===== config.mk =====
export PLATFORM = sky130hd
export DESIGN_NAME = fxp_round_shift
export DESIGN_NICKNAME = d
export VERILOG_FILES = /design/src/rtl/fxp_rnd_pkg.sv /design/src/rtl/fxp_rnd_taps.sv /design/src/rtl/fxp_rnd_decide.sv /design/src/rtl/fxp_rnd_core.sv /design/src/rtl/fxp_round_shift.sv
export SDC_FILE = /design/constraint.sdc
export NUM_CORES = 1
export LEC_CHECK = 0
export BUFFER_PORTS_ARGS = -buffer_cell sky130_fd_sc_hd__clkbuf_2
export CAP_MARGIN = 10
export CORE_AREA = 2 2 93 95
export CTS_BUF_LIST = sky130_fd_sc_hd__clkbuf_8
export DETAILED_ROUTE_END_ITERATION = 7
export DIE_AREA = 0 0 95 97
export HOLD_SLACK_MARGIN = 0.1
export PLACE_DENSITY = 0.43
export REMOVE_ABC_BUFFERS = 1
export SLEW_MARGIN = 40
export SYNTH_ARGS = -nofsm -noshare
export SYNTH_HDL_FRONTEND = slang
export SYNTH_SLANG_ARGS = --single-unit

===== constraint.sdc =====
create_clock -name clk -period 7.1 [get_ports clk]
set_clock_uncertainty 0.1 [all_clocks]
set_input_delay 2.13 -clock clk [delete_from_list [all_inputs] [get_ports clk]]
set_output_delay 2.13 -clock clk [all_outputs]
set_load 0.05 [all_outputs]

===== src/rtl/fxp_rnd_pkg.sv =====
// Package: shared types for the rounding right shifter.
// Assumes nothing beyond a 2-bit mode select.
package fxp_rnd_pkg;
    typedef enum logic [1:0] {
        RM_NEAR_UP   = 2'd0,
        RM_NEAR_EVEN = 2'd1,
        RM_DOWN      = 2'd2,
        RM_ODD       = 2'd3
    } rnd_mode_e;
endpackage


===== src/rtl/fxp_rnd_taps.sv =====
// Module: fxp_rnd_taps
// Extracts the bits that every rounding rule looks at: the guard bit just
// below the cut, the sticky OR of the bits under the guard, the kept LSB,
// and the OR of all discarded bits.
// Assumes shamt is below DATA_W, so the kept LSB index is always valid.
module fxp_rnd_taps #(
    parameter int DATA_W  = 16,
    parameter int SHAMT_W = $clog2(DATA_W)
) (
    input  logic [DATA_W-1:0]  operand,
    input  logic [SHAMT_W-1:0] shamt,
    output logic               guard,
    output logic               sticky,
    output logic               keep_lsb,
    output logic               any_lost
);
    logic [DATA_W-1:0] below_cut;
    logic [DATA_W-1:0] below_guard;
    logic [DATA_W-1:0] at_guard;

    // One position mask per bit, built from the shift amount.
    for (genvar i = 0; i < DATA_W; i++) begin : g_mask
        assign below_cut[i]   = (i < int'(shamt));
        assign below_guard[i] = (i + 1 < int'(shamt));
        assign at_guard[i]    = (i + 1 == int'(shamt));
    end

    // Reduce the masked operand into the four rounding inputs.
    always_comb begin
        guard    = |(operand & at_guard);
        sticky   = |(operand & below_guard);
        any_lost = |(operand & below_cut);
        keep_lsb = operand[shamt];
    end
endmodule


===== src/rtl/fxp_rnd_decide.sv =====
// Module: fxp_rnd_decide
// Turns the selected rule and the discarded-bit taps into two controls:
// add one to the shifted value, or force its bit 0 high.
// Assumes the taps come from fxp_rnd_taps for the same operand.
module fxp_rnd_decide
    import fxp_rnd_pkg::*;
(
    input  rnd_mode_e mode,
    input  logic      guard,
    input  logic      sticky,
    input  logic      keep_lsb,
    input  logic      any_lost,
    output logic      inc,
    output logic      set_odd
);
    // Per-rule choice of increment or jamming.
    always_comb begin
        inc     = 1'b0;
        set_odd = 1'b0;
        unique case (mode)
            RM_NEAR_UP:   inc = guard;
            RM_NEAR_EVEN: inc = guard & (sticky | keep_lsb);
            RM_DOWN:      inc = 1'b0;
            RM_ODD:       set_odd = any_lost;
            default:      inc = 1'b0;
        endcase
    end
endmodule


===== src/rtl/fxp_rnd_core.sv =====
// Module: fxp_rnd_core
// Extends the operand by one bit (sign or zero), shifts it right and applies
// the rounding controls in a DATA_W+1 wide adder, so that an all-ones round-up
// keeps its carry.
// Assumes inc and set_odd are never both high.
module fxp_rnd_core #(
    parameter int DATA_W  = 16,
    parameter int SHAMT_W = $clog2(DATA_W)
) (
    input  logic [DATA_W-1:0]  operand,
    input  logic               is_signed,
    input  logic [SHAMT_W-1:0] shamt,
    input  logic               inc,
    input  logic               set_odd,
    output logic [DATA_W-1:0]  result
);
    localparam int EXT_W = DATA_W + 1;

    logic [EXT_W-1:0]        ext;
    logic signed [EXT_W-1:0] shifted;
    logic [EXT_W-1:0]        sum;

    // Extend, shift, increment, then jam bit 0 when rounding to odd.
    always_comb begin
        ext     = {is_signed & operand[DATA_W-1], operand};
        shifted = $signed(ext) >>> shamt;
        sum     = shifted + {{DATA_W{1'b0}}, inc};
        sum[0]  = sum[0] | set_odd;
        result  = sum[DATA_W-1:0];
    end
endmodule


===== src/rtl/fxp_round_shift.sv =====
// Module: fxp_round_shift (top)
// A rounding right shifter with a valid strobe. When REG_OUT is 1, results
// are registered and appear one clock after in_valid. When REG_OUT is 0 the
// path is combinational.
// Assumes in_shamt < DATA_W. Reset is synchronous and active low.
module fxp_round_shift
    import fxp_rnd_pkg::*;
#(
    parameter int DATA_W  = 16,
    parameter int REG_OUT = 1,
    parameter int SHAMT_W = $clog2(DATA_W)
) (
    input  logic               clk,
    input  logic               rst_n,
    input  logic               in_valid,
    input  logic               in_signed,
    input  logic [DATA_W-1:0]  in_data,
    input  logic [SHAMT_W-1:0] in_shamt,
    input  logic [1:0]         in_mode,
    output logic               out_valid,
    output logic [DATA_W-1:0]  out_data
);
    logic      guard, sticky, keep_lsb, any_lost;
    logic      inc, set_odd;
    logic [DATA_W-1:0] comb_res;
    rnd_mode_e mode;

    assign mode = rnd_mode_e'(in_mode);

    fxp_rnd_taps #(.DATA_W(DATA_W), .SHAMT_W(SHAMT_W)) u_taps (
        .operand (in_data),
        .shamt   (in_shamt),
        .guard   (guard),
        .sticky  (sticky),
        .keep_lsb(keep_lsb),
        .any_lost(any_lost)
    );

    fxp_rnd_decide u_decide (
        .mode    (mode),
        .guard   (guard),
        .sticky  (sticky),
        .keep_lsb(keep_lsb),
        .any_lost(any_lost),
        .inc     (inc),
        .set_odd (set_odd)
    );

    fxp_rnd_core #(.DATA_W(DATA_W), .SHAMT_W(SHAMT_W)) u_core (
        .operand  (in_data),
        .is_signed(in_signed),
        .shamt    (in_shamt),
        .inc      (inc),
        .set_odd  (set_odd),
        .result   (comb_res)
    );

    if (REG_OUT != 0) begin : g_reg
        // Output register: capture the result and its strobe.
        always_ff @(posedge clk) begin
            if (!rst_n) begin
                out_valid <= 1'b0;
                out_data  <= '0;
            end else begin
                out_valid <= in_valid;
                if (in_valid) out_data <= comb_res;
            end
        end


        valid_lat_chk: assert property (@(posedge clk) disable iff (!rst_n)
            in_valid |=> out_valid);

        idle_lat_chk: assert property (@(posedge clk) disable iff (!rst_n)
            !in_valid |=> !out_valid);

        zero_shift_chk: assert property (@(posedge clk) disable iff (!rst_n)
            (in_valid && in_shamt == '0) |=> (out_data == $past(in_data)));

        odd_lsb_chk: assert property (@(posedge clk) disable iff (!rst_n)
            (in_valid && mode == RM_ODD && any_lost) |=> out_data[0]);
    end else begin : g_comb
        // Combinational path: the result follows the inputs directly.
        always_comb begin
            out_valid = in_valid;
            out_data  = comb_res;
        end
    end


    down_noadj_chk: assert property (@(posedge clk) disable iff (!rst_n)
        (mode == RM_DOWN) |-> (!inc && !set_odd));

    tie_even_chk: assert property (@(posedge clk) disable iff (!rst_n)
        (mode == RM_NEAR_EVEN && guard && !sticky && !keep_lsb) |-> !inc);

    above_half_chk: assert property (@(posedge clk) disable iff (!rst_n)
        (mode == RM_NEAR_EVEN && guard && sticky) |-> inc);
endmodule


==> parameters.txt <==
Parameter                              Value

Placement
  Pre-CTS WS    ~1.2 ns
  Post-DP HPWL    ~5300 microns
  Count of input and output buffers    42
  Placed Instance Area    about 2500 sq um
  Gp weighted congestion    ~0.86

Power and ir drop
  LEAKAGE    about 1 nW
  Pwr/cell area    about 140 nW/um^2
  Worst IR Drop VDD    between 40 and 50 uV
  Post-layout power    around 0.35 mW

Floorplan
  Die Area    around 9000 sq um
  Starting utilization of the core area    roughly 29%
  Area of the placeable core    8130 sq um
  Overall die width    about 95 microns
  Die height    slightly below 100 microns
  Number of ports placed on the die boundary    43
  Cell row count    33

Yosys
  Mean area per synthesized cell    8.42 sq um
  Largest family of logic cells by synthesized area    compound AO/OA/AOI/OAI gates
  Fraction of the yosys area taken by sequential cells    roughly 15%
  Area share of the leading cell type in the synthesized netlist    14.6%
  Largest cells by area after synthesis    sky130_fd_sc_hd__dfxtp_1, sky130_fd_sc_hd__mux4_2, sky130_fd_sc_hd__a21oi_1
  Synth Area in Adders    1.07%
  Compound-cell area share of the yosys netlist    a little under a third
  Number of flops mapped to enable cells by yosys    0
  Basic-gate share of the synthesized area counting and, or, nand and nor cells    a little over a fifth
  Largest area contributor in the netlist    sky130_fd_sc_hd__dfxtp_1
  Synthesized flop and latch total    17
  Proportion of synthesized flip-flops having asynchronous set or reset    0%
  Multiplexer share of the synthesized area    a little under a fifth
  Synth Area in XOR/XNOR    between 3 and 4%
  Unique masters post-synth    70
  Synthesized netlist cell count    roughly 280
  Main flop type after synthesis    sky130_fd_sc_hd__dfxtp_1
  Synthesis Warnings    0
  Synth Cell Area    approximately 2300 sq um

Hold path
  Number of stages on the worst hold path    2
  Hold Path Class    reg2reg
  Hold wc startpoint    out_data[8]
  Worst Hold End    out_data[8]

Critical path
  Critical register-to-register path endpoint    out_data[15]
  CP Max Fanout    22
  Req. time, crit path    7.13 ns
  Flop2flop setup slack    6.13 ns
  Worst flop-to-flop path startpoint    out_data[15]
  Type of the setup path with the least slack    in2reg
  Sort of element at the end of the critical path    flip-flop
  Critical Path Start Type    primary input
  Worst EP arrival    5.64 ns
  Worst R2R Path Depth    2

CTS
  TritonCTS clock tree    yes
  Worst skew pair latency    approximately 0.24 ns
  # resized after CTS    0
  Total of hold buffers inserted after clock tree synthesis    0
  Number of post-CTS setup repair buffers    0
  Number of clock buffers inserted by TritonCTS    3
  TritonCTS Sinks    17
  Total number of H-tree levels    1
  Root buffer cell    sky130_fd_sc_hd__clkbuf_8
  Deepest clock path buffer count    2
  CTS clk-pin slew, worst paths    ~0.060 ns

Cells and area
  Layout overhead on the synthesized area    9.13%
  Commonest non-fill, non-tap cells in the layout    sky130_fd_sc_hd__clkbuf_2, sky130_fd_sc_hd__a21oi_1, sky130_fd_sc_hd__nor2_1, sky130_fd_sc_hd__nand2_1, sky130_fd_sc_hd__o21ai_0
  Diode count    0
  Final standard cell area without fillers    2540 sq um
  Final net count    333
  Fraction of layout cells with a size suffix above 1    approximately 27%
  Most common cell after layout, fill and taps aside    sky130_fd_sc_hd__clkbuf_2

Global route
  Met1 Track Usage GR    between 20% and 30%
  Overflow after GRT    0
  Met2 Use GR    a little under a quarter
  Number of antenna violations at the first check in global routing    0
  Largest net degree at the start of global routing    29
  Global-route track usage on met3    about 1.1%
  Most used routing layer    met1
  Total routing resource utilization after global routing    between 10% and 20%
  Vias in the first global route    around 2.1k
  Global-route wire length before repair    between 10000 and 15000 microns

Route
  Via/cell ratio    5.50
  Count of vias placed by the detailed router    about 2.3k
  Count of TritonRoute iterations in the first routing pass    4
  Post-Route WL    just under 7000 microns
  Number of nets with antenna violations after routing    0
  Iteration-0 DRC count of the detailed router    82
  Residual DRC count    0
  Average wire per cell in the routed design    roughly 17 microns

STA
  Sum of negative setup slack    0 ns
  Number of hold violations in the final report    0
  Min Tclk post-route    between 5 and 6 ns
  Number of failing setup endpoints in the final timing report    0
  Final number of max-transition violations    0
  Actual transition at the worst max-transition pin    roughly 0.78 ns
  Relative slew slack    between 40 and 50%
  Unrepaired setup endpoints after global routing    no
  Final critical-path setup slack    around 1.5 ns
  Max Clock Freq    179 MHz
  Final Cycle Share    between 70% and 80%

Flow run
  Count of max-cap constraint violations    0

Outcome
  Status    completed
## power breakdown
part	internal, mW	switching (mW)
Clock	0.0383	0.0309
Sequential	0.103	0.00319
Combinational	0.0606	0.112
## cell type report
class | count | area (sq um)
flip-flops and latches | 17 | 340
clock buffers | 3 | 41.3
fillers | 899 | 5590
repair buffers | 47 | 248
inverters | 8 | 30.0
clock inverters | 1 | 3.75
multi-input cells | 228 | 1750
well taps | 105 | 131
## cells in the mapped netlist (4+ instances only)
| cell type | count |
|---|---|
| sky130_fd_sc_hd__a211oi_1 | 8 |
| sky130_fd_sc_hd__a21oi_1 | 25 |
| sky130_fd_sc_hd__a31oi_1 | 5 |
| sky130_fd_sc_hd__and2_1 | 5 |
| sky130_fd_sc_hd__buf_6 | 6 |
| sky130_fd_sc_hd__clkbuf_1 | 9 |
| sky130_fd_sc_hd__clkbuf_8 | 4 |
| sky130_fd_sc_hd__dfxtp_1 | 17 |
| sky130_fd_sc_hd__inv_1 | 7 |
| sky130_fd_sc_hd__mux2_2 | 4 |
| sky130_fd_sc_hd__mux2i_1 | 8 |
| sky130_fd_sc_hd__mux4_2 | 10 |
| sky130_fd_sc_hd__nand2_1 | 23 |
| sky130_fd_sc_hd__nand3_1 | 9 |
| sky130_fd_sc_hd__nor2_1 | 24 |
| sky130_fd_sc_hd__nor3_1 | 4 |
| sky130_fd_sc_hd__o21ai_0 | 22 |
| sky130_fd_sc_hd__or3_1 | 5 |
| sky130_fd_sc_hd__xor2_1 | 6 |
## sequential cells by signal, indices dropped and copies added, names as in the netlist
register   count
out_data      16
out_valid      1
## layer usage
layer / share of wire (%) / wire length [microns]
met5: 0 / 0
met4: 0.79 / 55
met3: 4.7 / 328
met2: 44 / 3070
met1: 50 / 3490
## per-stage QoR
step,hold WS (ns),util [%],instances
final,0.367,31.3,409
after global routing,0.392,31.3,409
after CTS,0.372,31.3,409
after detailed placement,0.360,30.7,405
after global placement,0.358,30.7,405
after floorplan,0.590,-,253
## cell families after synthesis
| group | Yosys count |
|---|---|
| buffers and inverters | 32 |
| flip-flops | 17 |
| XOR/XNOR | 9 |
| multiplexers | 26 |
| adder cells (fa/ha/maj) | 2 |
| AO/OA/AOI/OAI | 98 |
| AND/OR/NAND/NOR | 93 |
## how the worst max path moves through the flow
stage,from,end,slack [ns],cells past startpoint
global placement,in_shamt[0],out_data[15],1.33,14
CTS,in_shamt[0],out_data[15],1.49,14
global route,in_shamt[0],out_data[15],1.05,14
finish,in_shamt[0],out_data[15],1.50,14
detailed placement,in_shamt[0],out_data[15],1.24,14
floorplan,in_shamt[1],out_data[15],2.02,13
## worst max-delay path, stage by stage
cell,delay (ns)
sky130_fd_sc_hd__clkbuf_2,0.44
sky130_fd_sc_hd__buf_4,0.31
sky130_fd_sc_hd__a2111oi_0,0.11
sky130_fd_sc_hd__or3_1,0.40
sky130_fd_sc_hd__a21oi_1,0.23
sky130_fd_sc_hd__a2111oi_0,0.09
sky130_fd_sc_hd__a2111oi_0,0.39
sky130_fd_sc_hd__ha_1,0.25
sky130_fd_sc_hd__inv_1,0.05
sky130_fd_sc_hd__a31oi_2,0.17
sky130_fd_sc_hd__nand4_2,0.20
sky130_fd_sc_hd__nor4b_4,0.47
sky130_fd_sc_hd__a21oi_1,0.11
sky130_fd_sc_hd__a311o_1,0.27
No activity file was read; power rests on OpenSTA's default activity.
